$ cat config.mk
export PLATFORM = sky130hd
export DESIGN_NAME = sfsk_tone_gen
export DESIGN_NICKNAME = d
export VERILOG_FILES = /design/src/rtl/sfsk_pkg.sv /design/src/rtl/sfsk_sine_lut.sv /design/src/rtl/sfsk_phase_acc.sv /design/src/rtl/sfsk_host_regs.sv /design/src/rtl/sfsk_tx_serial.sv /design/src/rtl/sfsk_tone_gen.sv
export SDC_FILE = /design/constraint.sdc
export NUM_CORES = 1
export LEC_CHECK = 0
export BUFFER_PORTS_ARGS = -buffer_cell sky130_fd_sc_hd__buf_4
export CORE_MARGIN = 5
export CORE_UTILIZATION = 59
export CTS_BUF_LIST = sky130_fd_sc_hd__clkbuf_4
export CTS_CLUSTER_SIZE = 20
export DETAILED_ROUTE_END_ITERATION = 8
export PLACE_DENSITY = 0.8
export RECOVER_POWER = 50
export SLEW_MARGIN = 15
export SYNTH_ARGS = -nofsm -noshare
export SYNTH_HDL_FRONTEND = slang
export SYNTH_SLANG_ARGS = --single-unit
export TNS_END_PERCENT = 10
$ cat constraint.sdc
create_clock -name clk -period 3.8 [get_ports clk]
set_input_delay 0 -clock clk [delete_from_list [all_inputs] [get_ports clk]]
set_output_delay 0 -clock clk [all_outputs]
set_load 0.1 [all_outputs]
$ cat src/rtl/sfsk_pkg.sv
// Shared constants for the spread-FSK tone synthesizer.
// Assumes a 3-bit host address space; the table function is evaluated
// only at elaboration with constant arguments.
package sfsk_pkg;

    localparam logic [2:0] ADR_TXDATA = 3'd0;
    localparam logic [2:0] ADR_CTRL   = 3'd1;
    localparam logic [2:0] ADR_STATUS = 3'd2;
    localparam logic [2:0] ADR_SP_LO  = 3'd3;
    localparam logic [2:0] ADR_SP_HI  = 3'd4;
    localparam logic [2:0] ADR_MK_LO  = 3'd5;
    localparam logic [2:0] ADR_MK_HI  = 3'd6;

    // Quarter-wave magnitude at entry idx (rational sine approximation,
    // sampled at half-entry offsets so the quarter is symmetric).
    function automatic int qmag(input int idx, input int lut_w, input int amp_w);
        longint n;
        longint a;
        longint p;
        longint amp;
        n   = longint'(1) << lut_w;
        a   = 2 * longint'(idx) + 1;
        p   = a * (n - a);
        amp = (longint'(1) << (amp_w - 1)) - 1;
        return int'((amp * 4 * p) / ((5 * n * n) / 4 - p));
    endfunction

endpackage

$ cat src/rtl/sfsk_sine_lut.sv
// Quarter-wave sine lookup: maps a phase word to a signed sample.
// Assumes LUT_W >= 3; the table is generated from sfsk_pkg::qmag.
module sfsk_sine_lut #(
    parameter int LUT_W = 8,
    parameter int AMP_W = 8
) (
    input  logic        [LUT_W-1:0] phase,
    output logic signed [AMP_W-1:0] sample
);
    localparam int QW  = LUT_W - 2;
    localparam int QTR = 1 << QW;

    logic [AMP_W-2:0] mag_tab [QTR];
    logic [QW-1:0]    idx;
    logic [AMP_W-2:0] mag;

    for (genvar g = 0; g < QTR; g++) begin : g_tab
        assign mag_tab[g] = (AMP_W-1)'(sfsk_pkg::qmag(g, LUT_W, AMP_W));
    end

    // Fold the phase into one quadrant, look up, then apply the sign.
    always_comb begin
        idx    = phase[LUT_W-2] ? ~phase[QW-1:0] : phase[QW-1:0];
        mag    = mag_tab[idx];
        sample = phase[LUT_W-1] ? -$signed({1'b0, mag}) : $signed({1'b0, mag});
    end
endmodule

$ cat src/rtl/sfsk_phase_acc.sv
// Phase accumulator: adds the step word every clock unless cleared.
// Assumes clr is synchronous; only the top OUT_W bits leave the module.
module sfsk_phase_acc #(
    parameter int PHASE_W = 16,
    parameter int OUT_W   = 8
) (
    input  logic               clk,
    input  logic               rst_n,
    input  logic               clr,
    input  logic [PHASE_W-1:0] step,
    output logic [OUT_W-1:0]   phase_top
);
    logic [PHASE_W-1:0] acc;

    // Accumulate the step word, or hold at zero while cleared.
    always_ff @(posedge clk) begin
        if (!rst_n || clr) acc <= '0;
        else               acc <= acc + step;
    end

    assign phase_top = acc[PHASE_W-1 -: OUT_W];


    step_add_chk: assert property (@(posedge clk) disable iff (!rst_n)
        !clr |=> acc == $past(acc + step));
endmodule

$ cat src/rtl/sfsk_host_regs.sv
// Host register file: data byte, mode bit, step words, pre-byte flag.
// Assumes a single write port; a set request wins over a clear.
module sfsk_host_regs #(
    parameter int PHASE_W = 16
) (
    input  logic               clk,
    input  logic               rst_n,
    input  logic [2:0]         addr,
    input  logic [7:0]         wdata,
    input  logic               we,
    input  logic               set_flag,
    output logic [7:0]         rdata,
    output logic [7:0]         tx_data,
    output logic               tx_mode,
    output logic [PHASE_W-1:0] space_step,
    output logic [PHASE_W-1:0] mark_step,
    output logic               flag
);
    import sfsk_pkg::*;

    logic [15:0] sp_q;
    logic [15:0] mk_q;
    logic        clr_req;

    assign clr_req = we && (addr == ADR_STATUS) && wdata[0];

    // Store host writes into the data, control and step registers.
    always_ff @(posedge clk) begin
        if (!rst_n) begin
            tx_data <= '0;
            tx_mode <= 1'b0;
            sp_q    <= '0;
            mk_q    <= '0;
        end else if (we) begin
            case (addr)
                ADR_TXDATA: tx_data    <= wdata;
                ADR_CTRL:   tx_mode    <= wdata[0];
                ADR_SP_LO:  sp_q[7:0]  <= wdata;
                ADR_SP_HI:  sp_q[15:8] <= wdata;
                ADR_MK_LO:  mk_q[7:0]  <= wdata;
                ADR_MK_HI:  mk_q[15:8] <= wdata;
                default: ;
            endcase
        end
    end

    // Pre-byte flag: set by the scheduler, cleared by writing one.
    always_ff @(posedge clk) begin
        if (!rst_n)        flag <= 1'b0;
        else if (set_flag) flag <= 1'b1;
        else if (clr_req)  flag <= 1'b0;
    end

    // Combinational read mux.
    always_comb begin
        case (addr)
            ADR_TXDATA: rdata = tx_data;
            ADR_CTRL:   rdata = {7'd0, tx_mode};
            ADR_STATUS: rdata = {7'd0, flag};
            ADR_SP_LO:  rdata = sp_q[7:0];
            ADR_SP_HI:  rdata = sp_q[15:8];
            ADR_MK_LO:  rdata = mk_q[7:0];
            ADR_MK_HI:  rdata = mk_q[15:8];
            default:    rdata = 8'd0;
        endcase
    end

    assign space_step = PHASE_W'(sp_q) << (PHASE_W - 16);
    assign mark_step  = PHASE_W'(mk_q) << (PHASE_W - 16);


    flag_clear_chk: assert property (@(posedge clk) disable iff (!rst_n)
        (clr_req && !set_flag) |=> !flag);

    flag_source_chk: assert property (@(posedge clk) disable iff (!rst_n)
        $rose(flag) |-> $past(set_flag));
endmodule

$ cat src/rtl/sfsk_tx_serial.sv
// Bit scheduler: loads bytes, shifts them out MSB first, times the bits,
// and raises the byte and pre-byte events. Assumes BIT_CYCLES >= 1.
module sfsk_tx_serial #(
    parameter int BIT_CYCLES = 64
) (
    input  logic       clk,
    input  logic       rst_n,
    input  logic       tx_mode,
    input  logic [7:0] tx_data,
    output logic       tx_run,
    output logic       tx_bit,
    output logic       bit_clk,
    output logic       byte_clk,
    output logic       pre_byte
);
    localparam int CW = $clog2(BIT_CYCLES + 1);
    localparam logic [CW-1:0] CYC_LAST = CW'(BIT_CYCLES - 1);

    logic [CW-1:0] cyc;
    logic [2:0]    bidx;
    logic [7:0]    shreg;
    logic          start;
    logic          last_bit;

    assign start    = tx_mode && !tx_run;
    assign last_bit = (bidx == 3'd7);
    assign bit_clk  = tx_run && (cyc == CYC_LAST);
    assign byte_clk = start || (bit_clk && last_bit && tx_mode);
    assign pre_byte = bit_clk && (bidx == 3'd6);
    assign tx_bit   = shreg[7];

    // Sequence start, bit timing, shifting, reload and stop at a byte end.
    always_ff @(posedge clk) begin
        if (!rst_n) begin
            tx_run <= 1'b0;
            cyc    <= '0;
            bidx   <= '0;
            shreg  <= '0;
        end else if (start) begin
            tx_run <= 1'b1;
            cyc    <= '0;
            bidx   <= '0;
            shreg  <= tx_data;
        end else if (tx_run) begin
            if (bit_clk) begin
                cyc <= '0;
                if (last_bit) begin
                    if (tx_mode) begin
                        shreg <= tx_data;
                        bidx  <= '0;
                    end else begin
                        tx_run <= 1'b0;
                    end
                end else begin
                    shreg <= {shreg[6:0], 1'b0};
                    bidx  <= bidx + 3'd1;
                end
            end else begin
                cyc <= cyc + CW'(1);
            end
        end
    end

    if (BIT_CYCLES > 1) begin : g_gap

        bit_gap_chk: assert property (@(posedge clk) disable iff (!rst_n)
            bit_clk |=> !bit_clk);
    end

    byte_load_chk: assert property (@(posedge clk) disable iff (!rst_n)
        byte_clk |=> (tx_bit == $past(tx_data[7])));

    stop_edge_chk: assert property (@(posedge clk) disable iff (!rst_n)
        $fell(tx_run) |-> ($past(bit_clk) && !$past(tx_mode)));
endmodule

$ cat src/rtl/sfsk_tone_gen.sv
// Spread-FSK tone synthesizer top: host registers, bit scheduler, one
// transmit accumulator and two receive accumulators with sine/cosine
// lookups. Assumes PHASE_W >= 16 and PHASE_W >= LUT_W.
module sfsk_tone_gen #(
    parameter int PHASE_W    = 16,
    parameter int LUT_W      = 8,
    parameter int AMP_W      = 8,
    parameter int BIT_CYCLES = 64
) (
    input  logic                    clk,
    input  logic                    rst_n,
    input  logic [2:0]              host_addr,
    input  logic [7:0]              host_wdata,
    input  logic                    host_we,
    output logic [7:0]              host_rdata,
    output logic                    irq,
    output logic                    tx_en,
    output logic                    tx_bit,
    output logic                    bit_clk,
    output logic                    byte_clk,
    output logic signed [AMP_W-1:0] tx_sample,
    output logic signed [AMP_W-1:0] rx_space_i,
    output logic signed [AMP_W-1:0] rx_space_q,
    output logic signed [AMP_W-1:0] rx_mark_i,
    output logic signed [AMP_W-1:0] rx_mark_q
);
    localparam logic [LUT_W-1:0] QUARTER = LUT_W'(1) << (LUT_W - 2);

    logic [7:0]         tx_data;
    logic               tx_mode;
    logic               pre_byte;
    logic               rx_on;
    logic [PHASE_W-1:0] steps [2];
    logic [PHASE_W-1:0] tx_step;
    logic [LUT_W-1:0]   tx_phase;
    logic signed [AMP_W-1:0] tx_raw;
    logic signed [AMP_W-1:0] rx_sin [2];
    logic signed [AMP_W-1:0] rx_cos [2];

    sfsk_host_regs #(.PHASE_W(PHASE_W)) u_regs (
        .clk(clk), .rst_n(rst_n), .addr(host_addr), .wdata(host_wdata),
        .we(host_we), .set_flag(pre_byte), .rdata(host_rdata),
        .tx_data(tx_data), .tx_mode(tx_mode), .space_step(steps[0]),
        .mark_step(steps[1]), .flag(irq)
    );

    sfsk_tx_serial #(.BIT_CYCLES(BIT_CYCLES)) u_ser (
        .clk(clk), .rst_n(rst_n), .tx_mode(tx_mode), .tx_data(tx_data),
        .tx_run(tx_en), .tx_bit(tx_bit), .bit_clk(bit_clk),
        .byte_clk(byte_clk), .pre_byte(pre_byte)
    );

    // Transmit tone: the current bit selects which step word drives the phase.
    assign tx_step = tx_bit ? steps[1] : steps[0];

    sfsk_phase_acc #(.PHASE_W(PHASE_W), .OUT_W(LUT_W)) u_tx_acc (
        .clk(clk), .rst_n(rst_n), .clr(!tx_en), .step(tx_step),
        .phase_top(tx_phase)
    );

    sfsk_sine_lut #(.LUT_W(LUT_W), .AMP_W(AMP_W)) u_tx_lut (
        .phase(tx_phase), .sample(tx_raw)
    );

    assign tx_sample = tx_en ? tx_raw : '0;

    // Receive tones: index 0 is space, index 1 is mark.
    assign rx_on = !tx_mode && !tx_en;

    for (genvar t = 0; t < 2; t++) begin : g_rx
        logic [LUT_W-1:0] ph;
        logic [LUT_W-1:0] ph_q;

        sfsk_phase_acc #(.PHASE_W(PHASE_W), .OUT_W(LUT_W)) u_acc (
            .clk(clk), .rst_n(rst_n), .clr(!rx_on), .step(steps[t]),
            .phase_top(ph)
        );

        assign ph_q = ph + QUARTER;

        sfsk_sine_lut #(.LUT_W(LUT_W), .AMP_W(AMP_W)) u_sin (
            .phase(ph), .sample(rx_sin[t])
        );
        sfsk_sine_lut #(.LUT_W(LUT_W), .AMP_W(AMP_W)) u_cos (
            .phase(ph_q), .sample(rx_cos[t])
        );
    end

    assign rx_space_i = rx_on ? rx_sin[0] : '0;
    assign rx_space_q = rx_on ? rx_cos[0] : '0;
    assign rx_mark_i  = rx_on ? rx_sin[1] : '0;
    assign rx_mark_q  = rx_on ? rx_cos[1] : '0;
endmodule

==> results by group <==
Power and ir drop
  • Worst VDD drop: 0.249 mV
  • P_leak: 5.90 nW
  • PD cells: 242 nW/um^2

Synthesis
  • Yosys top cell area share: 15.8%
  • Post-synthesis cell count: 1,898
  • Mapped Nets: 2,008
  • Synth cell types: 99
  • Post-synth EDFFs: 0
  • Ys flop type: dfxtp_1
  • Synth Register Bits: 109
  • Syn_area_per_cell: 7.26 um^2
  • Post-synthesis sequential area ratio: 15.8%
  • Cell Area, Synth: 13,800 um^2
  • Synth area leaders: dfxtp_1, ha_1, nand2_1
  • Synth warnings: 0
  • Most frequent cell after synthesis: nand2_1
  • Post-synth top area cell: dfxtp_1
  • Post-synth ARST share: 0%
  • Top cells by count, synth: nand2_1, nor2_1, a21oi_1, dfxtp_1

Timing
  • Final setup viols: 0
  • Shortest period the worst path allows: 3.71 ns
  • Final hold viol count: 0
  • Clock skew: 0.0202 ns
  • Max Slew Vio Count: 62
  • Slew HR: -50.2%
  • RSZ-0062 raised after global routing: true
  • Fmax: 270 MHz
  • TNS Setup: 0 ns
  • Worst-Margin Slew: 2.25 ns
  • Final period util: 97.5%

Setup path
  • CP cell instances: buf_4 > xnor2_4 > inv_1 > ha_1 > nor3b_2 > a2bb2oi_1 > o21ai_0 > a32oi_1 > o31ai_2 > a31oi_2 > mux2i_4 > buf_6
  • Crit-path max cell delay: 0.41 ns
  • WS Path Type: reg -> out
  • Slowest-stage cell, CP: dfxtp_4
  • Critical path arrival: 3.71 ns
  • Crit end category: output pin
  • Required time worst endpoint: 3.80 ns
  • CP Max Fanout: 7
  • Crit start category: flip-flop

Clock network
  • Num CTS Buffers: 9
  • H-tree Lvls: 3
  • Root Buffer: clkbuf_4
  • Clock sinks: 109
  • CTS tree: done
  • Clk slew on worst S/H paths: 0.17 ns
  • CTS Buffer Depth: 2
  • Clk_lat worst skew: 0.49 ns

Layout
  • Design area: 15,100 um^2
  • Fill count: 2,086
  • Final Net Count: 2,009
  • Final std cells w/o fill: 2,224
  • Ratio of cells with drive above 1 in the final layout: 13.6%
  • P&R area growth vs syn: 9.64%

Global routing
  • All-layer global routing usage: 30.7%
  • Vias in the first global route: 13,500
  • Initial antenna violation count: 1
  • First-pass GRT wire length: 69,000 um
  • GR Overflow Total: 0
  • Largest net degree at the start of global routing: 62

Routing
  • Top layer in use: met4
  • Vias per cell: 6.65
  • DR DRC count: 0
  • DR WL/cell: 19.0 um
  • Met2 WL: 20,000 um
  • Iteration-0 DRC Markers: 1,852
  • Antenna Violating Nets Remaining: 0
  • 1st-pass router iterations: 8
  • Met3 wire length: 3440 um
  • Drt total wl: 42,300 um
  • M1 wire length: 17,800 um
  • Vias post-DR: 14,800

Die
  • Die Y: 163 um
  • Rows: 56
  • Boundary pin count: 67
  • Die footprint: 26,500 um^2
  • Total core area: 23,200 um^2
  • Initial Utilization: 59.4%
  • Die Width: 163 um

Placement
  • Routability cong.: 0.998
  • Dpl hpwl: 31,000 um
  • IO Port Bufs: 66
  • Cell area after placement: 14,500 um^2
  • Inst Count DP: 2,186

Run
  • Total of max-cap violations: 1

Outcome
  • Status: complete, but fails checks
  • Failing checks: capacitance limit, slew limit

Min path
  • Hold WC Path Type: in -> reg
## worst max-delay path: cells and delay by family, from the launching register on
family / cells / cell delay, ns
compound gates: 5 / 1.31
xor+xnor: 1 / 0.15
fa+ha+maj: 1 / 0.25
buf+inv: 3 / 0.59
flops: 1 / 0.41
mux: 1 / 0.27
simple gates: 1 / 0.23
## state kept, by name (all words and copies together) (netlist names)
register           cells
u_regs.tx_data         8
u_regs.flag            1
u_regs.mark_step      16
u_ser.shreg            8
u_ser.tx_run           1
u_tx_acc.acc          16
u_ser.bidx             3
g_rx.u_acc.acc        32
u_regs.tx_mode         1
u_ser.cyc              7
u_regs.space_step     16
## through the flow
stage	hold WS, ns	power [mW]	util (%)	setup WS [ns]
finish	0.0790	3.66	65.1	0.0933
global route	0.0693	3.82	65.1	-0.0608
CTS	0.0474	3.61	63.9	-0.0439
detailed placement	0.319	2.95	62.4	0.264
global placement	0.306	2.93	62.4	0.313
floorplan	0.145	2.58	-	-0.608
## per-layer routing
layer / GRT usage [%] / vias to the layer above
li1: - / 6997
met3: 3.37 / 103
met4: 8.81 / 0
met1: 41.6 / 6926
met5: 0 / -
met2: 51.8 / 769
## path summary, 6_finish.rpt
kind                                     from                          endpoint  slack, ns  depth (start not counted)
max          g_rx[0].u_acc.acc[14]$_SDFF_PP0_                     rx_space_i[4]       0.09                         12
min                                   host_we       u_regs.tx_mode$_SDFFE_PN0P_       0.08                          4
max reg2reg           u_ser.tx_run$_SDFF_PN0_  g_rx[1].u_acc.acc[13]$_SDFF_PP0_       0.35                          7
min reg2reg         u_ser.cyc[6]$_SDFFE_PP0P_         u_ser.cyc[6]$_SDFFE_PP0P_       0.47                          1
## where the power goes
group	switching, mW	total [mW]	internal, mW	leakage [nW]
combinational	1.27	1.82	0.551	4.92
sequential	0.0372	1.20	1.17	0.889
clock	0.413	0.635	0.222	0.0854
total	1.72	3.66	1.94	5.90
## cells in the final DEF (no fill, tap or decap), types with 55 or more instances in the layout
master	Yosys	final
nor2_1	146	143
nand2b_1	63	63
ha_1	93	87
buf_4	17	98
inv_1	66	63
o21ai_0	93	92
nor3_1	55	55
dfxtp_1	109	95
nand2_1	211	210
a21oi_1	131	130
## cell families after synthesis
logic type / count (synthesis) / synth area share, %
AO/OA/AOI/OAI: 620 / 31.6
adder cells (fa/ha/maj): 96 / 8.89
buffers and inverters: 218 / 7.70
XOR/XNOR: 56 / 3.56
multiplexers: 65 / 5.25
flip-flops: 109 / 15.8
AND/OR/NAND/NOR: 734 / 27.2
## area by class of cell
type,instances,area [um^2],share of cell area [%]
antenna,1,2.50,0.0166
clock buffer,10,75.1,0.497
clock inverter,6,83.8,0.555
inverter,69,259,1.72
multi-input combinational,1571,10900,72.4
sequential,109,2210,14.7
tap,319,399,2.64
timing repair buffer,139,1140,7.57
## what timing repair did
action	4_1_cts	5_1_grt
hold endpoints to repair	51	0
hold buffers	10	0
setup endpoints to repair	19	29
buffers inserted	2	9
gates resized for setup	15	56
gates cloned	0	0
pin swaps	2	11
Note: power is estimated with default switching activity, not from simulation.
